File: src/rtl/vwf_pkg.sv
package vwf_pkg;

  // Average spacing between host slots, rounded to the nearest cycle.
  function automatic int unsigned slot_gap(int unsigned line_len, int unsigned slots);
    return (line_len + slots / 2) / slots;
  endfunction

  // Spacing for a mode / target pair; byte-wide RAM needs two accesses per word.
  function automatic int unsigned pick_gap(logic wide, logic byte_ram,
                                           int unsigned line_len,
                                           int unsigned slots_narrow,
                                           int unsigned slots_wide);
    int unsigned g;
    g = wide ? slot_gap(line_len, slots_wide) : slot_gap(line_len, slots_narrow);
    if (byte_ram) g = g * 2;
    return g;
  endfunction

  // Whole spacings contained in an elapsed span.
  function automatic int unsigned drain_quot(int unsigned span, int unsigned gap);
    return (gap == 0) ? 0 : span / gap;
  endfunction

endpackage

File: src/rtl/vwf_intv_sel.sv
module vwf_intv_sel #(
  parameter int unsigned CW           = 16,
  parameter int unsigned CODE_W       = 6,
  parameter int unsigned LINE_CYC     = 3420,
  parameter int unsigned SLOTS_NARROW = 16,
  parameter int unsigned SLOTS_WIDE   = 18,
  parameter logic [3:0]  RAM_CODE     = 4'h1
) (
  input  logic              clk,
  input  logic              rst_n,
  input  logic [CODE_W-1:0] tgt_code,
  input  logic              wide_mode,
  output logic [CW-1:0]     intv
);
  import vwf_pkg::*;

  localparam logic [CODE_W-1:0] NIB_MASK = CODE_W'(4'hF);
  localparam logic [CODE_W-1:0] RAM_MATCH = CODE_W'(RAM_CODE);
  localparam logic [CW-1:0] RST_GAP =
    CW'(pick_gap(1'b1, 1'b0, LINE_CYC, SLOTS_NARROW, SLOTS_WIDE));

  logic          byte_tgt;
  logic [CW-1:0] gap_nxt;

  // Only the low nibble selects the target memory.
  assign byte_tgt = ((tgt_code & NIB_MASK) == RAM_MATCH);
  assign gap_nxt  = CW'(pick_gap(wide_mode, byte_tgt, LINE_CYC, SLOTS_NARROW, SLOTS_WIDE));

  // registered, so a mode/target change applies from the next edge.
  always_ff @(posedge clk or negedge rst_n) begin
    if (!rst_n) intv <= RST_GAP;
    else        intv <= gap_nxt;
  end

endmodule

File: src/rtl/vwf_drain_calc.sv
module vwf_drain_calc #(
  parameter int unsigned CW    = 16,
  parameter int unsigned CNT_W = 3
) (
  input  logic [CW-1:0]    mcyc,
  input  logic [CW-1:0]    ref_t,
  input  logic [CW-1:0]    intv,
  input  logic [CNT_W-1:0] pend,
  output logic [CW-1:0]    elapsed,
  output logic [CNT_W-1:0] drain_n
);
  import vwf_pkg::*;

  logic [CW-1:0] quot;

  // modular difference survives counter wrap.
  assign elapsed = mcyc - ref_t;
  assign quot    = CW'(drain_quot(32'(elapsed), 32'(intv)));

  // never retire more than is pending.
  always_comb begin
    if (quot >= CW'(pend)) drain_n = pend;
    else                   drain_n = quot[CNT_W-1:0];
  end

endmodule

File: src/rtl/vwf_occupancy.sv
module vwf_occupancy #(
  parameter int unsigned CW    = 16,
  parameter int unsigned DEPTH = 4,
  parameter int unsigned CNT_W = 3
) (
  input  logic             clk,
  input  logic             rst_n,
  input  logic             wr_stb,
  input  logic [CW-1:0]    mcyc,
  input  logic [CW-1:0]    intv,
  input  logic [CNT_W-1:0] drain_n,
  output logic [CNT_W-1:0] pend,
  output logic [CW-1:0]    ref_t,
  output logic             acc_evt
);
  localparam logic [CNT_W-1:0] DEPTH_C = CNT_W'(DEPTH);

  logic [CNT_W-1:0] after_drain;
  logic [CW-1:0]    ref_step;

  assign after_drain = pend - drain_n;
  // a slot freed in this cycle can take the write.
  assign acc_evt     = wr_stb && (after_drain < DEPTH_C);
  assign ref_step    = CW'(CW'(drain_n) * intv);

  always_ff @(posedge clk or negedge rst_n) begin
    if (!rst_n) begin
      pend  <= '0;
      ref_t <= '0;
    end else begin
      pend <= after_drain + CNT_W'(acc_evt);
      // restart timing on a write into an empty FIFO, else advance by whole spacings.
      if (acc_evt && (after_drain == '0)) ref_t <= mcyc;
      else if (drain_n != '0)             ref_t <= ref_t + ref_step;
    end
  end

endmodule

File: src/rtl/vwf_throttle.sv
module vwf_throttle #(
  parameter int unsigned CW           = 16,
  parameter int unsigned CODE_W       = 6,
  parameter int unsigned DEPTH        = 4,
  parameter int unsigned LINE_CYC     = 3420,
  parameter int unsigned SLOTS_NARROW = 16,
  parameter int unsigned SLOTS_WIDE   = 18,
  parameter logic [3:0]  RAM_CODE     = 4'h1,
  localparam int unsigned CNT_W       = $clog2(DEPTH + 1)
) (
  input  logic              clk,
  input  logic              rst_n,
  input  logic              wr_stb,
  input  logic [CODE_W-1:0] tgt_code,
  input  logic              wide_mode,
  input  logic [CW-1:0]     mcyc,
  output logic              fifo_empty,
  output logic              fifo_full,
  output logic [CNT_W-1:0]  pend_cnt
);
  // Internal events brought out as named wires for the bound checker.
  logic [CW-1:0]    intv;
  logic [CW-1:0]    ref_t;
  logic [CW-1:0]    elapsed;
  logic [CNT_W-1:0] drain_n;
  logic             acc_evt;

  vwf_intv_sel #(
    .CW(CW), .CODE_W(CODE_W), .LINE_CYC(LINE_CYC),
    .SLOTS_NARROW(SLOTS_NARROW), .SLOTS_WIDE(SLOTS_WIDE), .RAM_CODE(RAM_CODE)
  ) u_intv (
    .clk(clk), .rst_n(rst_n), .tgt_code(tgt_code), .wide_mode(wide_mode), .intv(intv)
  );

  vwf_drain_calc #(.CW(CW), .CNT_W(CNT_W)) u_drain (
    .mcyc(mcyc), .ref_t(ref_t), .intv(intv), .pend(pend_cnt),
    .elapsed(elapsed), .drain_n(drain_n)
  );

  vwf_occupancy #(.CW(CW), .DEPTH(DEPTH), .CNT_W(CNT_W)) u_occ (
    .clk(clk), .rst_n(rst_n), .wr_stb(wr_stb), .mcyc(mcyc), .intv(intv),
    .drain_n(drain_n), .pend(pend_cnt), .ref_t(ref_t), .acc_evt(acc_evt)
  );

  assign fifo_empty = (pend_cnt == '0);
  assign fifo_full  = (pend_cnt == CNT_W'(DEPTH));

endmodule

File: config.mk
export PLATFORM = sky130hd
export DESIGN_NAME = vwf_throttle
export DESIGN_NICKNAME = d
export VERILOG_FILES = /design/src/rtl/vwf_pkg.sv /design/src/rtl/vwf_intv_sel.sv /design/src/rtl/vwf_drain_calc.sv /design/src/rtl/vwf_occupancy.sv /design/src/rtl/vwf_throttle.sv
export SDC_FILE = /design/constraint.sdc
export NUM_CORES = 1
export LEC_CHECK = 0
export BUFFER_PORTS_ARGS = -buffer_cell sky130_fd_sc_hd__buf_2
export CAP_MARGIN = 20
export CORE_ASPECT_RATIO = 1.5
export CORE_MARGIN = 2
export CORE_UTILIZATION = 55
export DETAILED_ROUTE_END_ITERATION = 12
export HOLD_SLACK_MARGIN = 0.1
export PLACE_DENSITY_LB_ADDON = 0.2
export SETUP_SLACK_MARGIN = 0.02
export SYNTH_ARGS = -nofsm -noshare
export SYNTH_HDL_FRONTEND = slang
export SYNTH_SLANG_ARGS = --single-unit
File: constraint.sdc
create_clock -name clk -period 41.3 [get_ports clk]
set_input_delay 4.13 -clock clk [delete_from_list [all_inputs] [get_ports clk]]
set_output_delay 4.13 -clock clk [all_outputs]
set_load 0.1 [all_outputs]
**After elaboration in Yosys (flattened, before gate mapping)**

Cells that the tools add are included.

- Bits in registers: 35
- Input bits: 26
- Output and inout bits: 5
- Logic and storage cells: 26

- Add/subtract/negate cells: 4
- Multiply operators: 1
- Div/mod/pow operators: 1
- Magnitude comparators: 2
- Equality and inequality tests: 2
- Multiplexer cells: 6
- Reduce and logical (&&, ||, !) cells: 7

Operators by type and width:

| cell | number |
|---|---|
| 16-bit 2-to-1 mux | 3 |
| 16-bit by 16-bit divider with 32-bit output | 1 |
| 16-bit adder | 1 |
| 16-bit by 3-bit greater-or-equal comparator with 1-bit output | 1 |
| 16-bit logical NOT | 1 |
| 3-bit by 16-bit multiplier with 16-bit output | 1 |
| 16-bit subtractor | 1 |
| 9-bit 2-to-1 mux | 1 |
| 7-bit 2-to-1 mux | 1 |
| 3-bit logical NOT | 2 |
| 4-bit by 1-bit == test with 1-bit output (second input constant) | 1 |
| 3-bit by 1-bit adder with 3-bit output | 1 |
| 3-bit == test (second input constant) | 1 |
| 3-bit less-than comparator (second input constant) | 1 |
| 3-bit 2-to-1 mux | 1 |
| 3-bit nonzero test | 1 |
| 3-bit subtractor | 1 |
| 1-bit logical AND | 2 |
| 2-bit nonzero test | 1 |

**Longest topological paths before layout**

Gate-level depths: netlist of the first run.

- Depth after elaboration: 10
- Gate-level depth with buffers: 186
- Gate-level depth less buffers: 178

**By module**

From an unflattened synthesis of the first run, not the netlist that was laid out.

- Cells, all modules: 3728
- Area, all modules: 26644.3 µm²

By module, submodules not included:

| module | times used | cells each | area each (µm²) | seq. area each (µm²) |
|---|---|---|---|---|
| vwf_drain_calc | 1 | 3378 | 23661.4 | 0.0 |
| vwf_occupancy | 1 | 321 | 2660.1 | 475.5 |
| vwf_intv_sel | 1 | 27 | 300.3 | 155.1 |
| vwf_throttle | 1 | 2 | 22.5 | 0.0 |

**Worst setup path after synthesis of the first run**

OpenSTA, ideal clock, no wires.

- Kind: input to register
- Start point: input mcyc[0]
- End point: register u_occ.ref_t[15]
- Library setup time: 144 ps
- Data arrival time: 36835 ps
- Path slack: 4321 ps
- Cell stages on the path: 170
- Path buffers: 10
- Cells stage by stage: inv_1 > ha_1 > fa_1 > nor2b_1 > o2111ai_1 > a211o_1 > a211o_1 > nand3_2 > inv_2 > ha_1 > o21ai_1 > and2_1 > ha_1 > a21o_1 > a21o_1 > a221o_1 > nand2_1 > nand2_1 > [... 134 more ...] > fa_1 > fa_1 > inv_1 > ha_1 > a21o_1 > a21oi_1 > o21ai_0 > a21oi_1 > o21ai_0 > a21oi_1 > o21bai_1 > a21oi_1 > nor2b_1 > o21ai_0 > or3_1 > nor3_1 > a21oi_1 > o221ai_1

- Cells in the longest elaborated chain, start to end: 10
- Elaborated cells between the ends (all ways): 16
- Those cells by class: 3 x add/sub; 1 x mul; 1 x div; 2 x order compare; 4 x mux; 5 x reduce/logical

Ends and longest elaborated chain:

| element | line | text |
|---|---|---|
| from (decl) | vwf_throttle.sv:16 | `input logic [CW-1:0] mcyc,` |
| 16-bit subtractor * | vwf_drain_calc.sv:17 | `assign elapsed = mcyc - ref_t;` |
| 16-bit by 16-bit divider with 32-bit output * | vwf_pkg.sv:21 | `return (gap == 0) ? 0 : span / gap;` |
| 16-bit 2-to-1 mux * | vwf_pkg.sv:21 |  |
| 16-bit by 3-bit greater-or-equal comparator with 1-bit output | vwf_drain_calc.sv:22 | `if (quot >= CW'(pend)) drain_n = pend;` |
| 3-bit 2-to-1 mux * | vwf_drain_calc.sv:22 |  |
| parallel branches: the longest is 5 deep, another holds 3-bit by 16-bit multiplier with 16-bit output | n/a |  |
| to (signal assigned) | vwf_occupancy.sv:33 | `if (acc_evt && (after_drain == '0)) ref_t <= mcyc;` |
| to (signal assigned) | vwf_occupancy.sv:34 | `else if (drain_n != '0) ref_t <= ref_t + ref_step;` |
| to (decl) | vwf_occupancy.sv:13 | `output logic [CW-1:0] ref_t,` |

Mark *: on every way between the ends. The select of a mux whose other input is x is not followed.
A chain may end at the register's enable or synchronous reset.

**Final worst setup path of the first run**

- Start point: input mcyc[0]
- End point: register u_occ.ref_t[13]

Same word-level chain as after synthesis.

==> results.yml, run 1 <==
floorplan:
  pin_count: 31
  row_count: 62
  die_h_um: 176
  start_util: 0.563
  die_w_um: 119
  core_um2: 19200
  fp.dieArea_um2: 20900
clock_network:
  htreeDepth: 1
  cts_tree: "built"
  cts_buffers: 3
  cts_root_buf: "clkbuf_16"
  hold_buffers: 0
  clockBufferDepth: 2
  insertion_delay_ps: 270
  cts.clk_slew.worst_paths_ps: 70
  clock_sinks: 25
detailed_routing:
  routed_wl_um: 31500
  drt_iter0_drc: 549
  drc: 0
  ant_nets: 0
  dr.pass1.iters: 5
  via_per_inst: 6.24
  vias: 11300
  wire_per_inst_um: 17.3
logic_synthesis:
  syn_area_um2: 10800
  yosys.area_share.xor_xnor: 0.0832
  avgSynthCellArea_um2: 7.33
  ys_warn_count: 0
  synth_edf_count: 0
  synth_compound_area_frac: 0.315
  synth.mux.area_fraction: 0.0537
  seq_area_frac_synth: 0.0582
  synth_area_leaders: "ha_1 15%, xnor2_1 5.3%, a21oi_1 5.1%"
  ys.flop_type: "dfrtp_1"
  synth_top_family_by_area: "compound AO/OA/AOI/OAI gates"
  synth_seq_cells: 25
  yosys.area_share.simple: 0.258
  synth_top_area_frac: 0.153
  synth-adder-area-share: 0.180
  synth_top_area_cell: "ha_1"
  syn_inst: 1477
  netlist-cell-type-count: 116
  async_flop_share: 1.00
  yosysMostFrequentCell: "nor2_1"
  synth_commonest_cells: "141 x nor2_1, 132 x ha_1, 116 x nand2_1, 110 x a21oi_1, 110 x inv_1"
run_status:
  outcome: "finished clean"
finish:
  antennaDiodeCount: 0
  fillers: 1871
  drive_above_1_share: 0.142
  fin_nets: 1736
  fin_util: 0.618
  syn_to_final_growth_pct: 9.78
  stdcell_area_um2: 11900
placed_design:
  port-buffer-count: 28
  place.gp.congestion: 0.992
  placed_area_um2: 11700
  dp_hpwl_um: 26000
min_path:
  hold_path_end: "u_occ.ref_t[0]$_DFFE_PN0P_"
  hold_path_class: "flip-flop to flip-flop"
  holdPathStages: 2
  hp-start: "u_occ.ref_t[0]$_DFFE_PN0P_"
setup_path:
  cp.arrival_ps: 39460
  cp_common_cell: "a21o_1"
  startpoint_type: "primary input"
  reg2reg_depth: 165
  reg2reg_slack_ps: 5590
  worstSetupEndpointType: "flip-flop"
  required_ps: 41430
  critPathKind: "primary input to flip-flop"
  cpPeakStageDelay_ps: 540
  worst_r2r_endpoint: "u_occ.ref_t[13]$_DFFE_PN0P_"
  path_max_fanout: 14
  slowest_stage: "fa_1"
  r2r_start: "u_occ.ref_t[0]$_DFFE_PN0P_"
timing:
  slew_headroom: 0.417
  slew_viol_final: 0
  skew_ps: 7.60
  max_freq_mhz: 25.4
  period_needed_ps: 39330
  finalCritPeriodShare: 0.952
  worstMarginPinSlew_ps: 868
  setup_viol: 0
  whs_ps: 488
  hold_viol_final: 0
run:
  cap_violations: 0
global_routing:
  grt_max_degree: 27
  grt_pass1_vias: 11100
  antenna_found_initial: 0
  grt_pass1_wl_um: 51500
  track_usage: 0.294
  gr-total-overflow: 0
-- area by class of cell --
type                    instances  area [um2]  area share
multi-input cells            1322        9750       0.820
repair buffers                 99         686      0.0577
well taps                     256         320      0.0269
inverters                     112         420      0.0354
flip-flops and latches         25         631      0.0530
clock inverters                 1        5.00    0.000421
clock buffers                   3        75.1     0.00632
-- metrics by stage --
stage	setup TNS, ps	setup WS, ps	std cells
3_5_place_dp	0	885	1805
5_1_grt	-25.0	-25.0	1818
2_1_floorplan	0	4320	1481
6_report	0	1970	1818
4_1_cts	0	955	1809
3_3_place_gp	0	1290	1805
-- routing by layer --
layer / global-route usage / wire length, um / vias to the layer above
met2: 0.583 / 16700 / 254
met1: 0.306 / 12400 / 5348
met5: 0 / 0 / -
li1: - / - / 5647
met4: 0.149 / 1680 / 0
met3: 0.0159 / 821 / 97
-- worst max path at each step --
stage	from	end	slack, ps	cells past startpoint
floorplan	mcyc[0]	u_occ.ref_t[15]$_DFFE_PN0P_	4320	170
global placement	mcyc[0]	u_occ.ref_t[15]$_DFFE_PN0P_	1290	163
detailed placement	mcyc[0]	u_occ.ref_t[13]$_DFFE_PN0P_	890	164
CTS	mcyc[0]	u_occ.ref_t[13]$_DFFE_PN0P_	950	163
global route	mcyc[0]	u_occ.ref_t[13]$_DFFE_PN0P_	-20	168
finish	mcyc[0]	u_occ.ref_t[13]$_DFFE_PN0P_	1970	167
-- what timing repair did --
item,4_1_cts,5_1_grt
resized for setup,0,18
endpoints found under the setup margin,0,13
buffers inserted,0,8
-- cell families after synthesis --
kind of cell	Yosys count
other	1
AOI/OAI and AO/OA	477
adders and majority gates	147
and+or+nand+nor	537
muxes	53
buffers and inverters	135
DFF	25
xor gates and xnor gates	102
-- state kept, by name, indices dropped and copies added (netlist names) --
signal,cells
u_intv.intv,6
u_occ.ref_t,16
u_occ.pend,3
-- layout by cell type (no fill, tap or decap), drive strengths merged, types with 21 or more instances in the layout --
cell | synthesis | layout
and2 | 31 | 31
a21oi | 117 | 117
o21ai | 94 | 94
buf | 17 | 99
nand2b | 24 | 24
a21o | 53 | 53
xnor2 | 65 | 65
nor3 | 45 | 45
ha | 132 | 132
nand2 | 118 | 118
mux2i | 27 | 27
o21a | 24 | 24
inv | 112 | 112
dfrtp | 21 | 21
nand3 | 37 | 37
nor2b | 21 | 21
nor2 | 142 | 142
mux2 | 26 | 26
xor2 | 37 | 37
or2 | 27 | 27
-- critical path: cells and delay by family --
kind | cells | cell delay [ps]
buffers and inverters | 14 | 1670
muxes | 4 | 1370
adders and majority gates | 20 | 6750
xor gates and xnor gates | 4 | 650
AOI/OAI and AO/OA | 70 | 14670
and+or+nand+nor | 55 | 10120
Power of run 1 is left out: the tool's default activity adds up to more than one toggle a clock period on the data nets, which glitch-free logic cannot reach.
==> run 2, diff against run 1 <==
--- a/config.mk
+++ b/config.mk
@@ -15,2 +15,3 @@
 export PLACE_DENSITY_LB_ADDON = 0.2
+export RECOVER_POWER = 25
 export SETUP_SLACK_MARGIN = 0.02
--- a/constraint.sdc
+++ b/constraint.sdc
@@ -3,2 +3,2 @@
 set_output_delay 4.13 -clock clk [all_outputs]
-set_load 0.1 [all_outputs]
+set_load 0.005 [all_outputs]
==> run 2 against run 1 <==
Effect of this change:
- the flow now finishes with violations (max-capacitance violations)
- via count about the same
- sequential cell count stayed put
- register-to-register slack about the same
- first-iteration DRC count down 0.18%
- final cell count unchanged
- die area did not move
==> results.yml, run 2 (same netlist as run 1, synthesis figures left out) <==
detailed_routing:
  ant_nets: 0
  wl_met3_um: 802
  top_layer_used: "met4"
  drt_iter0_drc: 548
  drt-met1-wl_um: 12400
  routed_wl_um: 31500
  wire_per_inst_um: 17.4
  wl_met2_um: 16700
  vias: 11300
  via_per_inst: 6.24
  dr.pass1.iters: 5
  drc: 0
global_routing:
  grt_pass1_wl_um: 51500
  grt_max_degree: 27
  grt_pass1_vias: 11100
  antenna_found_initial: 0
  track_usage: 0.294
  gr-total-overflow: 0
timing:
  slew_viol_final: 0
  skew_ps: 7.38
  hold_viol_final: 0
  fin_ws_ps: 1960
  period_needed_ps: 39340
  finalCritPeriodShare: 0.952
  max_freq_mhz: 25.4
  setup_viol: 0
  slew_headroom: 0.00814
  worstMarginPinSlew_ps: 1490
clock_network:
  htreeDepth: 1
  cts.clk_slew.worst_paths_ps: 70
  clock_sinks: 25
  insertion_delay_ps: 270
  cts_root_buf: "clkbuf_16"
  clockBufferDepth: 2
  cts_buffers: 3
  cts_tree: "built"
  hold_buffers: 0
finish:
  stdcell_area_um2: 11900
  drive_above_1_share: 0.141
  antennaDiodeCount: 0
  largest_register_ffs: 16
  fin_nets: 1736
  syn_to_final_growth_pct: 9.76
  regMostFlops: "u_occ.ref_t"
  largestRegisters: "u_occ.ref_t: 16 flops, u_intv.intv: 6 flops, u_occ.pend: 3 flops"
  layout_commonest_cell: "nor2_1"
  final_cell_mix: "140 x nor2_1, 132 x ha_1, 114 x nand2_1"
  fin_util: 0.618
  instances_no_fill: 1818
setup_path:
  r2r_start: "u_occ.ref_t[0]$_DFFE_PN0P_"
  reg2reg_depth: 165
  worstSetupEndpointType: "flip-flop"
  startpoint_type: "primary input"
  reg2reg_slack_ps: 5580
  worst_r2r_endpoint: "u_occ.ref_t[13]$_DFFE_PN0P_"
  cp_common_cell: "a21o_1"
  required_ps: 41430
  critPathKind: "primary input to flip-flop"
  cp.arrival_ps: 39470
  path_max_fanout: 14
  cpPeakStageDelay_ps: 540
  slowest_stage: "fa_1"
placed_design:
  dp_cells: 1805
  placed_area_um2: 11700
  port-buffer-count: 28
  post-place-ws_ps: 885
  dp_hpwl_um: 26000
  place.gp.congestion: 0.992
min_path:
  hold_path_class: "flip-flop to flip-flop"
  hp-start: "u_occ.ref_t[0]$_DFFE_PN0P_"
  holdPathStages: 2
  hold_path_end: "u_occ.ref_t[0]$_DFFE_PN0P_"
floorplan:
  pin_count: 31
  core_um2: 19200
  row_count: 62
  fp.dieArea_um2: 20900
  die_w_um: 119
  die_h_um: 176
  start_util: 0.563
run_status:
  violations: "max-capacitance violations"
  outcome: "finished, violations left"
run:
  cap_violations: 1
run 2: changes by cell type in the layout (fill, tap and decap cells not counted), sizes merged:
| cell | change |
|---|---|
| buf | -1 |
| clkbuf | +1 |
run 2: critical path: cells and delay by family:
kind	cells	cell delay (ps)
AND/OR/NAND/NOR	55	10120
AO/OA/AOI/OAI	70	14670
buffers and inverters	14	1680
XOR/XNOR	4	650
adder cells (fa/ha/maj)	20	6750
multiplexers	4	1370
run 2: final cells by class:
type	instances	area [um2]
multi-input combinational	1322	9750
tap	256	320
fill	1872	7350
timing repair buffer	99	684
sequential	25	631
inverter	112	420
clock inverter	1	5.00
clock buffer	3	75.1
run 2: per-stage QoR:
stage	TNS (ps)	hold slack, ps
3_5_place_dp	0	475
3_3_place_gp	0	468
6_report	0	488
5_1_grt	-25.0	523
4_1_cts	0	489
2_1_floorplan	0	454
run 2: worst max path at each step:
stage / start / to / slack, ps / cells past startpoint
after global placement: mcyc[0] / u_occ.ref_t[15]$_DFFE_PN0P_ / 1290 / 163
final: mcyc[0] / u_occ.ref_t[13]$_DFFE_PN0P_ / 1960 / 167
after floorplan: mcyc[0] / u_occ.ref_t[15]$_DFFE_PN0P_ / 4320 / 170
after detailed placement: mcyc[0] / u_occ.ref_t[13]$_DFFE_PN0P_ / 890 / 164
after global routing: mcyc[0] / u_occ.ref_t[13]$_DFFE_PN0P_ / -20 / 168
after CTS: mcyc[0] / u_occ.ref_t[13]$_DFFE_PN0P_ / 950 / 163
run 2: per-layer routing:
metal,global-route usage,vias up
met2,0.583,254
met1,0.306,5346
met3,0.0159,97
li1,-,5647
met5,0,-
met4,0.149,0
run 2: what timing repair did:
| action | in CTS | in global routing |
|---|---|---|
| resized for setup | 0 | 18 |
| setup buffers | 0 | 8 |
| setup endpoints to repair | 0 | 13 |
Power of run 2 is left out for the same reason.
==> run 3, diff against run 2 <==
BUFFER_PORTS_ARGS = -buffer_cell sky130_fd_sc_hd__buf_4   (was -buffer_cell sky130_fd_sc_hd__buf_2)
==> run 3 against run 2 <==
Effect of this change:
- maximum frequency grew 0.84%
- largest cell class unchanged
- sequential share of layout area is essentially flat
- worst hold slack lost 3.8 ps
- final cell count shrank 0.17%
- the flow now finishes without violations
- global-route usage grew 0.70 points
- final area grew 0.55%
- clock skew shrank 0.74 ps
- critical path depth grew 9
- setup slack gained 330 ps
- highest routed layer unchanged
==> results.yml, run 3 (same netlist as run 1, synthesis figures left out) <==
run_status:
  outcome: "finished clean"
finish:
  regMostFlops: "u_occ.ref_t"
  register_area_um2: 631
  largest_register_ffs: 16
  drive_above_1_share: 0.145
  syn_to_final_growth_pct: 10.4
  fillers: 1856
  instances_no_fill: 1815
  layout_commonest_cell: "nor2_1"
  fin_nets: 1733
  antennaDiodeCount: 0
  multi_input_area_um2: 9780
  largestRegisters: "u_occ.ref_t: 16 flops, u_intv.intv: 6 flops, u_occ.pend: 3 flops"
  final_cell_mix: "140 x nor2_1, 132 x ha_1, 114 x nand2_1"
timing:
  slew_headroom: 0.0362
  slew_viol_final: 0
  skew_ps: 6.64
  worstMarginPinSlew_ps: 1450
  setup_viol: 0
  hold_viol_final: 0
  period_needed_ps: 39010
  max_freq_mhz: 25.6
  rsz0062_at_grt: "no"
  fin_ws_ps: 2290
  finalCritPeriodShare: 0.945
  timing.setup.tns_ps: 0
global_routing:
  gr-total-overflow: 0
  grt_pass1_vias: 11300
  grt_max_degree: 27
  track_usage: 0.301
  antenna_found_initial: 0
  grt_pass1_wl_um: 52400
clock_network:
  htreeDepth: 1
  clockBufferDepth: 2
  hold_buffers: 0
  cts_tree: "built"
  clock_sinks: 25
  cts_root_buf: "clkbuf_16"
  cts_buffers: 3
  cts.clk_slew.worst_paths_ps: 70
  insertion_delay_ps: 270
setup_path:
  critPathKind: "primary input to flip-flop"
  critical-path-top-delay-family: "compound AO/OA/AOI/OAI gates"
  required_ps: 41480
  path_buf_inv: 16
  slowest_stage: "a2111o_2"
  cpPeakStageDelay_ps: 590
  cp_common_cell: "a21o_1"
  reg2reg_depth: 174
  startpoint_type: "primary input"
  crit_cells: 176
  worstSetupEndpointType: "flip-flop"
  path_max_fanout: 14
  cp.arrival_ps: 39190
detailed_routing:
  drt_iter0_drc: 587
  wire_per_inst_um: 17.6
  routed_wl_um: 31900
  ant_nets: 0
  drc: 0
  via_per_inst: 6.26
  dr.pass1.iters: 5
  vias: 11400
floorplan:
  die_h_um: 176
  die_w_um: 119
  row_count: 62
  pin_count: 31
  core_um2: 19200
  start_util: 0.563
  fp.dieArea_um2: 20900
run:
  cap_violations: 0
placed_design:
  dp_hpwl_um: 26200
  dp_cells: 1805
  place.gp.congestion: 0.974
  port-buffer-count: 28
  post-place-ws_ps: 943
min_path:
  hold_path_class: "flip-flop to flip-flop"
  holdPathStages: 2
==> run 3: per-layer routing <==
metal	vias to the layer above	share of wire	wire length, um	global-route usage
met2	287	0.52	16700	0.594
met4	0	0.060	1920	0.165
li1	5628	-	-	-
met1	5326	0.39	12400	0.312
met5	-	0	0	0
met3	112	0.026	839	0.0146
==> run 3: final timing paths <==
| kind | from | to | slack [ps] |
|---|---|---|---|
| min in group asynchronous | rst_n | u_occ.pend[1]$_DFF_PN0_ | 4190 |
| max | mcyc[0] | u_occ.ref_t[15]$_DFFE_PN0P_ | 2290 |
| min reg2reg | u_occ.ref_t[0]$_DFFE_PN0P_ | u_occ.ref_t[0]$_DFFE_PN0P_ | 480 |
| min | u_occ.ref_t[0]$_DFFE_PN0P_ | u_occ.ref_t[0]$_DFFE_PN0P_ | 480 |
| max reg2reg | u_occ.ref_t[0]$_DFFE_PN0P_ | u_occ.ref_t[15]$_DFFE_PN0P_ | 5900 |
| max in group asynchronous | rst_n | u_occ.ref_t[3]$_DFFE_PN0P_ | 36270 |
==> run 3: metrics by stage <==
stage	hold WS (ps)	cell area (um2)	utilization
2_1_floorplan	454	10800	-
3_3_place_gp	468	11700	0.609
3_5_place_dp	475	11700	0.609
4_1_cts	490	11800	0.613
5_1_grt	516	12000	0.621
6_report	484	12000	0.621
==> run 3: repair_timing <==
item,CTS,global route
resized for setup,0,26
setup endpoints to repair,0,15
buffers inserted,0,6
==> run 3: final cells by class <==
type,instances,share of cell area
multi-input combinational,1321,0.818
timing repair buffer,97,0.0606
clock buffer,3,0.00628
inverter,112,0.0352
tap,256,0.0268
sequential,25,0.0528
clock inverter,1,0.000419
==> run 3: worst register-to-register path: cells and delay by family (launching register included) <==
family	cells	cell delay [ps]
AO/OA/AOI/OAI	73	14150
adder cells (fa/ha/maj)	20	6440
buffers and inverters	14	1870
AND/OR/NAND/NOR	59	10480
flip-flops	1	380
multiplexers	3	980
XOR/XNOR	5	910
Power of run 3 is left out for the same reason.
